--- config.mk ---
export PLATFORM = sky130hd
export DESIGN_NAME = clkout_divider
export DESIGN_NICKNAME = d
export VERILOG_FILES = /design/src/rtl/cdiv_pkg.sv /design/src/rtl/cdiv_ctrl.sv /design/src/rtl/cdiv_datapath.sv /design/src/rtl/clkout_divider.sv
export SDC_FILE = /design/constraint.sdc
export NUM_CORES = 1
export LEC_CHECK = 0
export ABC_AREA = 1
export ABC_CLOCK_PERIOD_IN_PS = 2900
export BUFFER_PORTS_ARGS = -buffer_cell sky130_fd_sc_hd__buf_2
export CORE_AREA = 2 2 67 69
export CTS_CLUSTER_DIAMETER = 100
export DETAILED_ROUTE_END_ITERATION = 16
export DIE_AREA = 0 0 69 71
export HOLD_SLACK_MARGIN = 0.06
export PLACE_DENSITY = 0.62
export REMOVE_ABC_BUFFERS = 1
export SLEW_MARGIN = 20
export SYNTH_ARGS = -nofsm -noshare
export SYNTH_HDL_FRONTEND = slang
export SYNTH_SLANG_ARGS = --single-unit
--- constraint.sdc ---
create_clock -name clk -period 2.9 [get_ports clk]
set_input_delay 0.58 -clock clk [delete_from_list [all_inputs] [get_ports clk]]
set_output_delay 0.58 -clock clk [all_outputs]
set_load 0.03 [all_outputs]
--- src/rtl/cdiv_pkg.sv ---
package cdiv_pkg;
  localparam int CODE_W  = 3;
  localparam int RATIO_W = 4;
  localparam int CNT_W   = RATIO_W - 1;
  localparam logic [CODE_W-1:0] POR_CODE = 3'b100;

  typedef enum logic [1:0] {ST_HOLD, ST_RUN, ST_GAP, ST_OFF} ctrl_state_e;

  typedef struct packed {
    logic               start;
    logic               run;
    logic               fastReq;
    logic [RATIO_W-1:0] ratio;
  } div_strobe_t;

  function automatic logic [RATIO_W-1:0] ratioOf(input logic [CODE_W-1:0] code);
    case (code)
      3'd1:    return RATIO_W'(1);
      3'd2:    return RATIO_W'(2);
      3'd3:    return RATIO_W'(3);
      3'd4:    return RATIO_W'(4);
      3'd5:    return RATIO_W'(8);
      default: return '0;
    endcase
  endfunction

  function automatic logic [RATIO_W-1:0] gapOf(input logic [RATIO_W-1:0] r);
    return (r < RATIO_W'(2)) ? RATIO_W'(2) : r;
  endfunction
endpackage

--- src/rtl/cdiv_ctrl.sv ---
module cdiv_ctrl
  import cdiv_pkg::*;
#(
  parameter int STARTUP_CYCLES = 7500
) (
  input  logic              clk,
  input  logic              porRst_n,
  input  logic              softRst,
  input  logic              cfgWe,
  input  logic [CODE_W-1:0] cfgData,
  input  logic              periodEnd,
  output div_strobe_t       stb,
  output logic              clkReady
);
  localparam int TMR_W = $clog2(STARTUP_CYCLES + 1);

  logic [TMR_W-1:0]   tmrCnt;
  logic [CODE_W-1:0]  cfgCode, actCode, pendCode;
  logic [RATIO_W-1:0] gapCnt, cfgRatio, actRatio, pendRatio;
  ctrl_state_e        state;
  logic               fastQ, change, gapDone, launchHold, leaveRun, leaveOff;

  // start-up timer, cleared only by power-on reset
  always_ff @(posedge clk or negedge porRst_n) begin
    if (!porRst_n) begin
      tmrCnt   <= '0;
      clkReady <= 1'b0;
    end else if (!clkReady) begin
      if (tmrCnt == TMR_W'(STARTUP_CYCLES - 1)) clkReady <= 1'b1;
      tmrCnt <= tmrCnt + 1'b1;
    end
  end

  // configuration register, loaded to divide-by-4 on power-on only
  always_ff @(posedge clk or negedge porRst_n) begin
    if (!porRst_n)  cfgCode <= POR_CODE;
    else if (cfgWe) cfgCode <= cfgData;
  end

  always_comb begin
    cfgRatio   = ratioOf(cfgCode);
    actRatio   = ratioOf(actCode);
    pendRatio  = ratioOf(pendCode);
    change     = (cfgCode != actCode);
    gapDone    = (state == ST_GAP) && (gapCnt == '0);
    launchHold = (state == ST_HOLD) && clkReady;
    leaveRun   = (state == ST_RUN) && periodEnd && change;
    leaveOff   = (state == ST_OFF) && change;

    stb.start   = (launchHold && (cfgRatio >= RATIO_W'(2))) ||
                  (gapDone && (pendRatio >= RATIO_W'(2)));
    stb.run     = (state == ST_RUN) && (actRatio >= RATIO_W'(2)) && !leaveRun;
    stb.fastReq = fastQ;
    stb.ratio   = actRatio;
  end

  always_ff @(posedge clk or negedge porRst_n) begin
    if (!porRst_n) begin
      state    <= ST_HOLD;
      actCode  <= POR_CODE;
      pendCode <= POR_CODE;
      gapCnt   <= '0;
      fastQ    <= 1'b0;
    end else begin
      case (state)
        ST_HOLD: if (clkReady) begin
          actCode <= cfgCode;
          state   <= (cfgRatio == '0) ? ST_OFF : ST_RUN;
          fastQ   <= (cfgRatio == RATIO_W'(1));
        end
        ST_RUN, ST_OFF: if (leaveRun || leaveOff) begin
          state    <= ST_GAP;
          pendCode <= cfgCode;
          gapCnt   <= gapOf(cfgRatio) - RATIO_W'(1);
          fastQ    <= 1'b0;
        end
        ST_GAP: if (gapCnt == '0) begin
          actCode <= pendCode;
          state   <= (pendRatio == '0) ? ST_OFF : ST_RUN;
          fastQ   <= (pendRatio == RATIO_W'(1));
        end else begin
          gapCnt <= gapCnt - RATIO_W'(1);
        end
        default: state <= ST_HOLD;
      endcase
    end
  end

  AST_READY_STICKY: assert property (@(posedge clk) disable iff (!porRst_n)
    clkReady |=> clkReady);
  AST_SOFT_KEEPS_CFG: assert property (@(posedge clk) disable iff (!porRst_n)
    (softRst && !cfgWe) |=> $stable(cfgCode));
  AST_SWITCH_AT_END: assert property (@(posedge clk) disable iff (!porRst_n)
    (state == ST_RUN && !periodEnd) |=> (state != ST_GAP));
  AST_GAP_HOLDS: assert property (@(posedge clk) disable iff (!porRst_n)
    (state == ST_GAP && gapCnt != '0) |=> (state == ST_GAP));
endmodule

--- src/rtl/cdiv_datapath.sv ---
module cdiv_datapath
  import cdiv_pkg::*;
(
  input  logic        clk,
  input  logic        porRst_n,
  input  div_strobe_t stb,
  output logic        periodEnd,
  output logic        clkOut
);
  logic [CNT_W-1:0]   cnt, cntNext;
  logic [RATIO_W-1:0] hiLen, lastIdx, hiRun;
  logic               divOut, fastEn;

  always_comb begin
    hiLen     = stb.ratio >> 1;
    lastIdx   = stb.ratio - RATIO_W'(1);
    periodEnd = ({1'b0, cnt} == lastIdx);
    cntNext   = periodEnd ? '0 : cnt + 1'b1;
  end

  // divided waveform for ratios 2 and above
  always_ff @(posedge clk or negedge porRst_n) begin
    if (!porRst_n) begin
      cnt    <= '0;
      divOut <= 1'b0;
    end else if (stb.start) begin
      cnt    <= '0;
      divOut <= 1'b1;
    end else if (stb.run) begin
      cnt    <= cntNext;
      divOut <= ({1'b0, cntNext} < hiLen);
    end else begin
      cnt    <= '0;
      divOut <= 1'b0;
    end
  end

  // divide-by-1 gate enable, changes only while the clock is low
  always_ff @(negedge clk or negedge porRst_n) begin
    if (!porRst_n) fastEn <= 1'b0;
    else           fastEn <= stb.fastReq;
  end

  assign clkOut = divOut | (clk & fastEn);

  // high-run length tracker for the duty check
  always_ff @(posedge clk or negedge porRst_n) begin
    if (!porRst_n)   hiRun <= '0;
    else if (divOut) hiRun <= hiRun + 1'b1;
    else             hiRun <= '0;
  end

  AST_PATHS_EXCLUSIVE: assert property (@(posedge clk) disable iff (!porRst_n)
    !(divOut && fastEn));
  AST_HIGH_LEN: assert property (@(posedge clk) disable iff (!porRst_n)
    $fell(divOut) |-> (hiRun == (stb.ratio >> 1)));
endmodule

--- src/rtl/clkout_divider.sv ---
module clkout_divider
  import cdiv_pkg::*;
#(
  parameter int STARTUP_CYCLES = 7500
) (
  input  logic              clk,
  input  logic              porRst_n,
  input  logic              softRst,
  input  logic              cfgWe,
  input  logic [CODE_W-1:0] cfgData,
  output logic              clkOut,
  output logic              clkReady
);
  div_strobe_t stb;
  logic        periodEnd;

  cdiv_ctrl #(.STARTUP_CYCLES(STARTUP_CYCLES)) u_ctrl (
    .clk(clk), .porRst_n(porRst_n), .softRst(softRst), .cfgWe(cfgWe),
    .cfgData(cfgData), .periodEnd(periodEnd), .stb(stb), .clkReady(clkReady)
  );

  cdiv_datapath u_dp (
    .clk(clk), .porRst_n(porRst_n), .stb(stb),
    .periodEnd(periodEnd), .clkOut(clkOut)
  );

  AST_HOLD_LOW: assert property (@(posedge clk) disable iff (!porRst_n)
    !clkReady |-> !clkOut);
endmodule

==> results of run 1 <==
-- what timing repair did --
item / 4_1_cts / 5_1_grt
resized for setup: 2 / 0
setup endpoints to repair: 1 / 1
endpoints found under the hold margin: 0 / 0
gates cloned: 0 / 0
-- cell type report --
class                      count  area (um2)
clock inverter                 3        47.5
timing repair buffer           7        37.5
multi-input combinational    171         997
sequential                    35         880
fill                         408        1920
inverter                      37         139
tap                           52        65.1
clock buffer                   9         121
-- cells in the final DEF, fill, tap and decap left out, types with 2 or more instances in the layout --
cell type / count
inv_1: 34
a21oi_1: 2
xor2_1: 15
nand2_4: 3
dfstp_2: 3
buf_2: 6
nor2_1: 19
ha_1: 9
clkbuf_8: 8
nand2_1: 56
inv_2: 3
nor3_1: 6
o211ai_1: 2
nor3_2: 2
nor2_2: 3
xnor2_1: 3
dfrtp_1: 31
o21ai_0: 10
o21ai_1: 8
nand4_1: 3
nand2_2: 5
nand3_1: 15
nand3_2: 2
-- through the flow --
stage,TNS [ps],hold slack (ps),cell area [um2]
finish,-175,249,2290
global route,-228,300,2290
CTS,-191,271,2290
detailed placement,0,470,2120
global placement,0,455,2120
floorplan,0,284,2020
-- where the power goes --
group	internal (mW)	switching, mW
clock	0.348	0.216
combinational	0.0216	0.0399
sequential	0.493	0.00669
total	0.862	0.262
-- metal layers --
metal	GRT usage	vias to the layer above
li1	-	811
met1	0.216	727
met2	0.284	27
met3	0.0613	7
met4	0.0741	0
met5	0	-
-- cells by family (layout without fill, tap and decap cells) --
family | Yosys count | count (layout) | share of synthesized area
AOI/OAI and AO/OA | 27 | 27 | 0.0827
xor gates and xnor gates | 19 | 19 | 0.0858
adders and majority gates | 9 | 9 | 0.0556
buffers and inverters | 38 | 56 | 0.0741
DFF | 35 | 35 | 0.434
and+or+nand+nor | 116 | 116 | 0.268
-- flip-flops by register name (all words and copies together) (netlist names) --
signal	count
u_ctrl.gapCnt	4
u_dp.cnt	3
u_dp.divOut	1
u_ctrl.clkReady	1
u_ctrl.tmrCnt	13
u_ctrl.fastQ	1
u_ctrl.state	2
u_ctrl.pendCode	3
u_ctrl.actCode	3
u_dp.fastEn	1
u_ctrl.cfgCode	3
-- cell usage after synthesis, drive strengths merged, types with 2 or more instances --
library cell  number
xnor2              3
nand3             17
dfrtp             31
a21oi              2
dfstp              3
nor3               8
inv               37
nand2             64
nor2              22
nand4              3
o211ai             2
xor2              16
o21ai             18
ha                 9
-- path summary, 6_finish.rpt --
check	start	end	slack, ps	cells past startpoint
setup / recovery	u_dp.fastEn	clkOut	-170	2
hold / removal	porRst_n	u_ctrl.tmrCnt[8]	250	2
setup reg to reg	u_ctrl.actCode[2]	u_dp.divOut	730	15
hold reg to reg	u_ctrl.tmrCnt[12]	u_ctrl.tmrCnt[12]	480	1
max in group asynchronous	porRst_n	u_dp.fastEn	1480	1
min in group clk	cfgData[1]	u_ctrl.cfgCode[1]	380	3
-- worst register-to-register path, cell delays in order, from the launching register on --
cell,delay (ps)
dfstp_2,580
inv_2,70
nand2_2,100
ha_1,250
xor2_1,160
nand2_1,60
inv_1,60
nand3_2,110
nand2_1,100
inv_1,40
ha_1,280
nand2_1,70
inv_1,30
nor2_1,80
nand2_1,50
nand2_1,60
==> metrics, run 1 <==
outcome=finished, violations left; failing checks=negative setup slack; row cnt=24; leakage=1.21 nW; share of the synthesized area in the top cell type=0.383; CP top delay family=flip-flops; commonest register cell after synthesis=dfrtp_1; critical path class=reg -> out; DRC viols=0; Syn Area/Cell=between 8 and 9 um2; RSZ-0062 raised after global routing=yes; die width=around 69 um; crit-path cells=a21o_1, buf_6; min setup slack post-route=-175 ps; routed wl met2=between 1500 and 2000 um; Die H=71 um; post-synthesis register bit count=35; # IOs=9; CTS tree=yes; Setup Skew=approximately 18 ps; Post-synth EDFFs=0; Overall Power=roughly 1.1 mW; Post-Syn Instances=between 200 and 250; met3 WL post-DR=155 um; Inserted Diodes=0; top layer in use=met4; clk_lat worst skew=420 ps; final setup vio count=1; share of layout cells above drive strength 1=0.160; CORE AREA=roughly 4200 um2; DRT iter0 DRCs=81; largest net degree at the start of global routing=35; relative slew slack=0.603; worst slack, placed=~230 ps; global route overflow=0; Routed Antenna Nets=0; Placed Cells=303; post-synthesis sequential area ratio=0.434; P&R area growth vs syn=12.8%; PwrDens=slightly below 500 nW/um2; final hold violations=0; CP max stage cell=dfrtn_1; clock-pin slew on the worst setup and hold paths=roughly 80 ps; first-pass GRT wire length=about 6700 um; peak supply drop=between 0.0002 and 0.00025 V; crit-path max FO=1; first drt pass iteration count=4; Max Slew Vio Count=0; fin util=0.544; DP HPWL=between 2000 and 3000 um; worst path bufs/invs=1; Post-Route M1 WL=1790 um; CP max stage delay=about 380 ps; Crit. End Element=primary output; Max Cap Viol=0; synth unique cells=31; vias in the first global route=1525; initial antenna violation count=0; Req. time, crit path=about 2300 ps; DIE AREA=roughly 5000 um2; Synth Warn #=0; Cell Count, Final, Fillers Out=314; WL per Instance=between 10 and 15 um; synthesized area=a little over 2000 um2; final wirelength=3810 um; GP Congestion=a little under 0.8; CP arrival=~2500 ps; Layout Nets=around 280; post-CTS setup buffers=0; gr usage total=0.176; Hold WC Path Type=in -> async; vias per cell=around 5.0; via count=roughly 1600; Buffers on Ports=7; ranking of synthesized cells by area=dfrtp_1, nand2_1, xor2_1, inv_1, ha_1; Startpoint Class=flop; Starting Density=0.482; worst-margin pin slew=around 600 ps; Async SR Flop Fraction=1.00; area leader, netlist=dfrtp_1; CTS Hold Bufs=0
No activity file was read; power rests on OpenSTA's default activity.
==> run 2, diff against run 1 <==
--- a/config.mk
+++ b/config.mk
@@ -5,13 +5,12 @@
 export SDC_FILE = /design/constraint.sdc
 export NUM_CORES = 1
 export LEC_CHECK = 0
-export ABC_AREA = 1
 export ABC_CLOCK_PERIOD_IN_PS = 2900
 export BUFFER_PORTS_ARGS = -buffer_cell sky130_fd_sc_hd__buf_2
-export CORE_AREA = 2 2 67 69
+export CORE_AREA = 2 2 68 70
 export CTS_CLUSTER_DIAMETER = 100
 export DETAILED_ROUTE_END_ITERATION = 16
-export DIE_AREA = 0 0 69 71
+export DIE_AREA = 0 0 70 72
 export HOLD_SLACK_MARGIN = 0.06
 export PLACE_DENSITY = 0.62
 export REMOVE_ABC_BUFFERS = 1
==> run 2 against run 1 <==
  * Highest routed layer unchanged
  * Cell count shrank 11%
  * Largest power group is now sequential cells
  * Synthesized cell count shrank 15%
  * The run still ends with negative setup slack left
  * Sequential power is essentially flat
  * Sequential share of layout area shrank 1.1 points
  * Combinational power grew 6.3%
  * Hold slack lost 24 ps
==> metrics, run 2 <==
Internal=0.774 mW (-10%); mux cell area share after synthesis=0.0630 (+0.0630); Cell Count, Final, Fillers Out=278 (-11%); Inserted Diodes=0 (unchanged); final setup vio count=1 (unchanged); Overall Power=1.03 mW (-8.3%); P&R area growth vs syn=13.9%; clock power share=0.451 (-0.050); Starting Density=0.485 (+0.00260); worst path bufs/invs=1 (unchanged); final hold slack=225 ps (-23.9 ps); share of the synthesized area in the top cell type=0.375 (-0.00741); routed wl met2=1960 um (+9.1%); CP max stage delay=390 ps (about the same); vias in the first global route=1588 (+4.1%); Largest Register=u_ctrl.tmrCnt; met3 WL post-DR=172 um (+11%); Hold WC Path Type=in -> async; Syn Area/Cell=9.99 um2 (+20%); Buffers on Ports=7 (unchanged); share of layout cells above drive strength 1=0.199 (+0.0388); number of flip-flops in the largest register=13 (unchanged); worst-margin pin slew=558 ps (-36.8 ps); GP Congestion=0.841 (+6.2%); most frequent cells in the layout=dfrtp_1, nand2_1, nor2_1; failing checks=negative setup slack; Routed Antenna Nets=0 (unchanged); DP HPWL=2920 um (+4.5%); peak supply drop=0.000265 V (+12%); RSZ-0062 raised after global routing=yes; vias per cell=5.65 (+13%); Max Cap Viol=0 (unchanged); top-count cell post-synth=dfrtp_1; Synth Area in Simple Gates=0.200 (-0.0675); CORE AREA=4260 um2 (+1.4%); leakage=1.03 nW (-15%); post-synthesis sequential area ratio=0.426 (-0.00841); crit-path max FO=1 (unchanged); DIE AREA=5040 um2 (+2.9%); DRT iter0 DRCs=118 (+46%); Crit. End Element=primary output; DRC viols=0 (unchanged); most common cell after layout, fill and taps aside=dfrtp_1; Async SR Flop Fraction=1.00 (unchanged); Synth top cells by count=dfrtp_1, nand2_1, nor2_1; ranking of synthesized cells by area=dfrtp_1, xnor2_1, ha_1, nand2_1, dfstp_2; relative slew slack=0.628 (+0.0250); min setup slack post-route=-176 ps (-1.32 ps); Post-Route M1 WL=1880 um (+5.2%); first-pass GRT wire length=7040 um (+5.0%); Synth Warn #=0 (unchanged); WL per Instance=14.8 um (+22%); adder-cell share of the synthesized area=0.0545 (-0.00108); CP max stage cell=dfrtn_1; main combinational cell family by area after synthesis=simple AND/OR/NAND/NOR gates; CP top delay family=flip-flops; clk_lat worst skew=420 ps (about the same); synth unique cells=54 (+74%); clock-pin slew on the worst setup and hold paths=70 ps (about the same); row cnt=24 (unchanged); final wirelength=4100 um (+7.9%); post-synthesis xor/xnor area fraction=0.0920 (+0.00621); Post-synth EDFFs=0 (unchanged); post-synthesis register bit count=35 (unchanged); compound-cell area share of the yosys netlist=0.137 (+0.0547); outcome=finished, violations left; CTS tree=yes; global route overflow=0 (unchanged); critical path class=reg -> out; # IOs=9 (unchanged); P_sw=0.257 mW (-2.2%); Post-Syn Instances=207 (-15%); Startpoint Class=flop; die width=70 um (+1.4%); final hold violations=0 (unchanged); Req. time, crit path=2320 ps (about the same); first drt pass iteration count=4 (unchanged); Placed Cells=265 (-13%); worst slack, placed=147 ps (-81.3 ps); largest net degree at the start of global routing=35 (unchanged); synthesized area=2070 um2 (+2.0%); Combinational Power Share=0.063 (+0.008); via count=1572 (unchanged); initial antenna violation count=0 (unchanged); gr usage total=0.183 (+0.00674); Max Slew Vio Count=0 (unchanged); area leader, netlist=dfrtp_1; Setup Skew=18.3 ps (+0.378 ps); CP arrival=2500 ps (about the same); Die H=72 um (+1.4%); top layer in use=met4; commonest register cell after synthesis=dfrtp_1; largest registers=u_ctrl.tmrCnt: 13 flops, u_ctrl.gapCnt: 4 flops; crit-path cells=a21o_1, buf_6; PwrDens=438 nW/um2 (-11%); Layout Nets=241 (-13%); sw frac=0.249 (+0.0157); Flop pwr share=0.486 (+0.042)
[run 2: cell types whose count changed after synthesis, sizes merged, moves of 8 or more]
cell	previous run	this run
nand3	17	4
o21ai	18	5
nand2	64	22
a21oi	2	10
xnor2	3	14
xor2	16	5
inv	37	10
[run 2: worst paths after layout]
| path | start | end | slack (ps) | cells past startpoint |
|---|---|---|---|---|
| setup / recovery | u_dp.fastEn | clkOut | -180 | 2 |
| hold / removal | porRst_n | u_ctrl.tmrCnt[5] | 220 | 2 |
| setup reg to reg | u_ctrl.actCode[2] | u_dp.divOut | 210 | 11 |
| hold reg to reg | u_ctrl.tmrCnt[12] | u_ctrl.tmrCnt[12] | 480 | 1 |
| max in group asynchronous | porRst_n | u_dp.fastEn | 1510 | 1 |
| min in group clk | cfgData[1] | u_ctrl.cfgCode[1] | 380 | 3 |
[run 2: worst register-to-register path: stages (launching register included)]
cell and delay [ps]:
dfstp_2 560, nand2b_4 150, ha_2 210, xor3_1 220
and3_4 200, o31a_4 330, nor2_1 130, ha_1 240
nand2_1 70, a211oi_1 50, nor4_1 320, o2bb2ai_1 150
[run 2: kinds of logic after synthesis]
kind of cell               count (synthesis)
and+or+nand+nor                           80
AOI/OAI and AO/OA                         37
DFF                                       35
xor gates and xnor gates                  20
buffers and inverters                     15
muxes                                     11
adders and majority gates                  9
[run 2: routing by layer]
metal	up-vias	global-route usage
met3	12	0.0722
met1	756	0.207
met5	-	0
met2	32	0.292
met4	0	0.113
li1	772	-
[run 2: per-stage QoR]
stage	TNS, ps	util	cell area [um2]
floorplan	0	-	2050
global placement	0	0.511	2180
detailed placement	0	0.511	2180
CTS	-193	0.543	2310
global route	-225	0.552	2350
finish	-176	0.552	2350
[run 2: power groups by stage]
stage     clock, mW  sequential, mW  combinational [mW]
4_1_cts       0.478           0.501              0.0660
5_1_grt       0.500           0.501              0.0758
6_report      0.465           0.501              0.0654
[run 2: what timing repair did]
| action | in CTS | in global routing |
|---|---|---|
| cloned | 0 | 0 |
| gates resized for setup | 2 | 5 |
| setup buffers | 0 | 2 |
| hold buffers | 0 | 0 |
| setup endpoints to repair | 1 | 2 |
| pin swaps | 0 | 1 |
[run 2: area by class of cell]
class	instances	area, um2
timing repair buffer	12	75.1
fill	387	1910
multi-input combinational	157	1150
clock inverter	3	20.0
tap	52	65.1
inverter	10	37.5
sequential	35	880
clock buffer	9	121
==> run 3, diff against run 2 <==
--- a/config.mk
+++ b/config.mk
@@ -7,14 +7,15 @@
 export LEC_CHECK = 0
 export ABC_CLOCK_PERIOD_IN_PS = 2900
 export BUFFER_PORTS_ARGS = -buffer_cell sky130_fd_sc_hd__buf_2
-export CORE_AREA = 2 2 68 70
+export CORE_AREA = 2 2 69 71
 export CTS_CLUSTER_DIAMETER = 100
 export DETAILED_ROUTE_END_ITERATION = 16
-export DIE_AREA = 0 0 70 72
+export DIE_AREA = 0 0 71 73
 export HOLD_SLACK_MARGIN = 0.06
 export PLACE_DENSITY = 0.62
 export REMOVE_ABC_BUFFERS = 1
 export SLEW_MARGIN = 20
 export SYNTH_ARGS = -nofsm -noshare
 export SYNTH_HDL_FRONTEND = slang
+export SYNTH_HIERARCHICAL = 1
 export SYNTH_SLANG_ARGS = --single-unit
==> run 3 against run 2 <==
  * The run still ends with negative setup slack left
  * Die area up 2.8%
  * Clock skew increased by 3.4 ps
  * Setup slack gained 15 ps
  * Critical endpoint unchanged
  * Wire length grew 2.2%
  * Clock power decreased by 4.3%
  * Utilization fell by 1.7 points
  * Area after synthesis rose by 4.1%
  * Non-clock buffer count rose by 3
  * Register-to-register slack worse by 100 ps
  * Combinational power decreased by 2%
  * Global-route usage up 0.53 points
==> metrics, run 3 <==
outcome=finished, violations left; failing checks=negative setup slack; Sequential Area=880 um2 (unchanged); first drt pass iteration count=4 (unchanged); most frequent cells in the layout=dfrtp_1, xnor2_1, nand2_1, inv_1, ha_1; crit-path max FO=1 (unchanged); P&R area growth vs syn=12.7%; Buffers on Ports=7 (unchanged); GP Congestion=0.798 (-5.1%); most common cell after layout, fill and taps aside=dfrtp_1; CTS tree=yes; share of the synthesized area in the top cell type=0.360 (-0.0148); CP max stage delay=380 ps (about the same); global route overflow=0 (unchanged); RR Startpoint=u_ctrl/actCode[0]; final hold violations=0 (unchanged); Setup Skew=21.7 ps (+3.42 ps); CP top delay family=flip-flops; number of flip-flops in the largest register=13 (unchanged); post-synthesis sequential area ratio=0.409 (-0.0168); Post-synth EDFFs=0 (unchanged); Hold WC Path Type=in -> async; Crit. End Element=primary output; gr usage total=0.188 (+0.00527); area leader, netlist=dfrtp_1; PwrDens=417 nW/um2 (-4.8%); Routed Antenna Nets=0 (unchanged); Worst R2R Path Depth=12 (+1); CORE AREA=4540 um2 (+6.4%); Levels on crit path=2 (unchanged); final wirelength=4190 um (+2.2%); clock-pin slew on the worst setup and hold paths=70 ps (about the same); peak supply drop=0.000325 V (+22%); Cell Count, Final, Fillers Out=280 (+0.72%); Fillers=431 (+11%); critical path class=reg -> out; FF-to-FF End=u_dp/divOut; Die H=73 um (+1.4%); Startpoint Class=flop; Largest Register=u_ctrl/tmrCnt; setup_tns=-162 ps (+14.7 ps); launch point of the critical path=u_dp/fastEn; Async SR Flop Fraction=1.00 (unchanged); Syn Area/Cell=10.4 um2 (+4.6%); largest net degree at the start of global routing=35 (unchanged); share of layout cells above drive strength 1=0.235 (+0.0354); DRT iter0 DRCs=36 (-69%); synth unique cells=56 (+3.7%); vias per cell=5.64 (-0.34%); Synth top cells by count=dfrtp_1, xnor2_1, inv_1, nand2_1, ha_1; DRC viols=0 (unchanged); Starting Density=0.474 (-0.0103); vias in the first global route=1601 (+0.82%); DIE AREA=5180 um2 (+2.8%); leakage=1.09 nW (+5.4%); row cnt=25 (+4.2%); area of the multi-input gates=1190 um2 (+3.5%); post-synthesis register bit count=35 (unchanged); largest registers=u_ctrl/tmrCnt: 13 flops, u_ctrl/gapCnt: 4 flops; Synth Warn #=6 (+6); worst path bufs/invs=1 (unchanged); RSZ-0062 raised after global routing=yes; crit-path cells=a21o_1, buf_6; min setup slack post-route=-162 ps (+14.7 ps); DP HPWL=3000 um (+2.9%); initial antenna violation count=0 (unchanged); Setup crit end=clkOut; Placed Cells=265 (unchanged); Overall Power=1.01 mW (-1.9%); final setup vio count=1 (unchanged); CP arrival=2480 ps (-20 ps); Post-Syn Instances=206 (-0.48%); Req. time, crit path=2320 ps (about the same); CTS Hold Bufs=0 (unchanged); Max Cap Viol=0 (unchanged); CP max stage cell=dfrtn_1; die width=71 um (+1.4%); Layout Nets=244 (+1.2%); clk_lat worst skew=410 ps (about the same); via count=1578 (+0.38%); commonest register cell after synthesis=dfrtp_1; Inserted Diodes=0 (unchanged); worst-margin pin slew=691 ps (+132 ps); Max Slew Vio Count=0 (unchanged); # IOs=9 (unchanged); WL per Instance=15.0 um (+1.4%); ranking of synthesized cells by area=dfrtp_1, ha_1, xnor2_1, mux2_2, dfstp_2; relative slew slack=0.540 (-0.0882); first-pass GRT wire length=7390 um (+5.0%); top-count cell post-synth=dfrtp_1; final hold slack=267 ps (+42.1 ps); fin util=0.535 (-0.0170); r2r setup slk=110 ps (-100 ps); synthesized area=2150 um2 (+4.1%)
-- run 3: how the worst min path moves through the flow --
stage | endpoint | start
global placement | u_ctrl/tmrCnt[12] | u_ctrl/tmrCnt[12]
global route | u_ctrl/cfgCode[1] | porRst_n
finish | u_ctrl/actCode[0] | porRst_n
CTS | u_dp/cnt[2] | porRst_n
detailed placement | u_ctrl/tmrCnt[12] | u_ctrl/tmrCnt[12]
floorplan | u_ctrl/actCode[0] | porRst_n
-- run 3: cell type report --
| class | instances | area share |
|---|---|---|
| Timing Repair Buffer | 15 | 0.0402 |
| Inverter | 13 | 0.0201 |
| Sequential cell | 35 | 0.363 |
| Multi-Input combinational cell | 151 | 0.493 |
| Clock buffer | 10 | 0.0516 |
| Clock inverter | 2 | 0.00516 |
| Tap cell | 54 | 0.0278 |
-- run 3: cells by family (layout without fill, tap and decap cells) --
group | Yosys count | count (layout) | synth area share
multiplexers | 10 | 10 | 0.0512
AND/OR/NAND/NOR | 68 | 68 | 0.214
AO/OA/AOI/OAI | 41 | 41 | 0.130
adder cells (fa/ha/maj) | 12 | 12 | 0.0698
flip-flops | 35 | 35 | 0.409
XOR/XNOR | 20 | 20 | 0.0814
buffers and inverters | 20 | 40 | 0.0448
-- run 3: what timing repair did --
| item | CTS | global route |
|---|---|---|
| endpoints found under the setup margin | 2 | 3 |
| resized for setup | 4 | 2 |
| setup buffers | 0 | 4 |
-- run 3: metrics by stage --
step                      area (um2)  setup slack (ps)
after floorplan                 2100               249
final                           2430              -162
after global placement          2240               184
after CTS                       2390              -187
after detailed placement        2240             -22.6
after global routing            2430              -209
-- run 3: worst reg2reg max path, delay by kind of cell (launching register included) --
family | cells | cell delay [ps]
and+or+nand+nor | 5 | 810
AOI/OAI and AO/OA | 3 | 630
adders and majority gates | 2 | 610
DFF | 1 | 450
xor gates and xnor gates | 1 | 150
buffers and inverters | 1 | 90
-- run 3: layer usage --
layer,share of wire,vias to the layer above,routed length [um],global-route usage
met3,0.045,7,187,0.0746
met5,0,-,0,0
met2,0.49,32,2050,0.296
met4,0.021,0,88,0.0860
met1,0.45,771,1870,0.228
li1,-,768,-,-
-- run 3: where the power goes --
group / switching (mW) / internal (mW) / total [mW]
logic: 0.0358 / 0.0281 / 0.0640
clock network: 0.190 / 0.255 / 0.445
registers: 0.00959 / 0.493 / 0.503
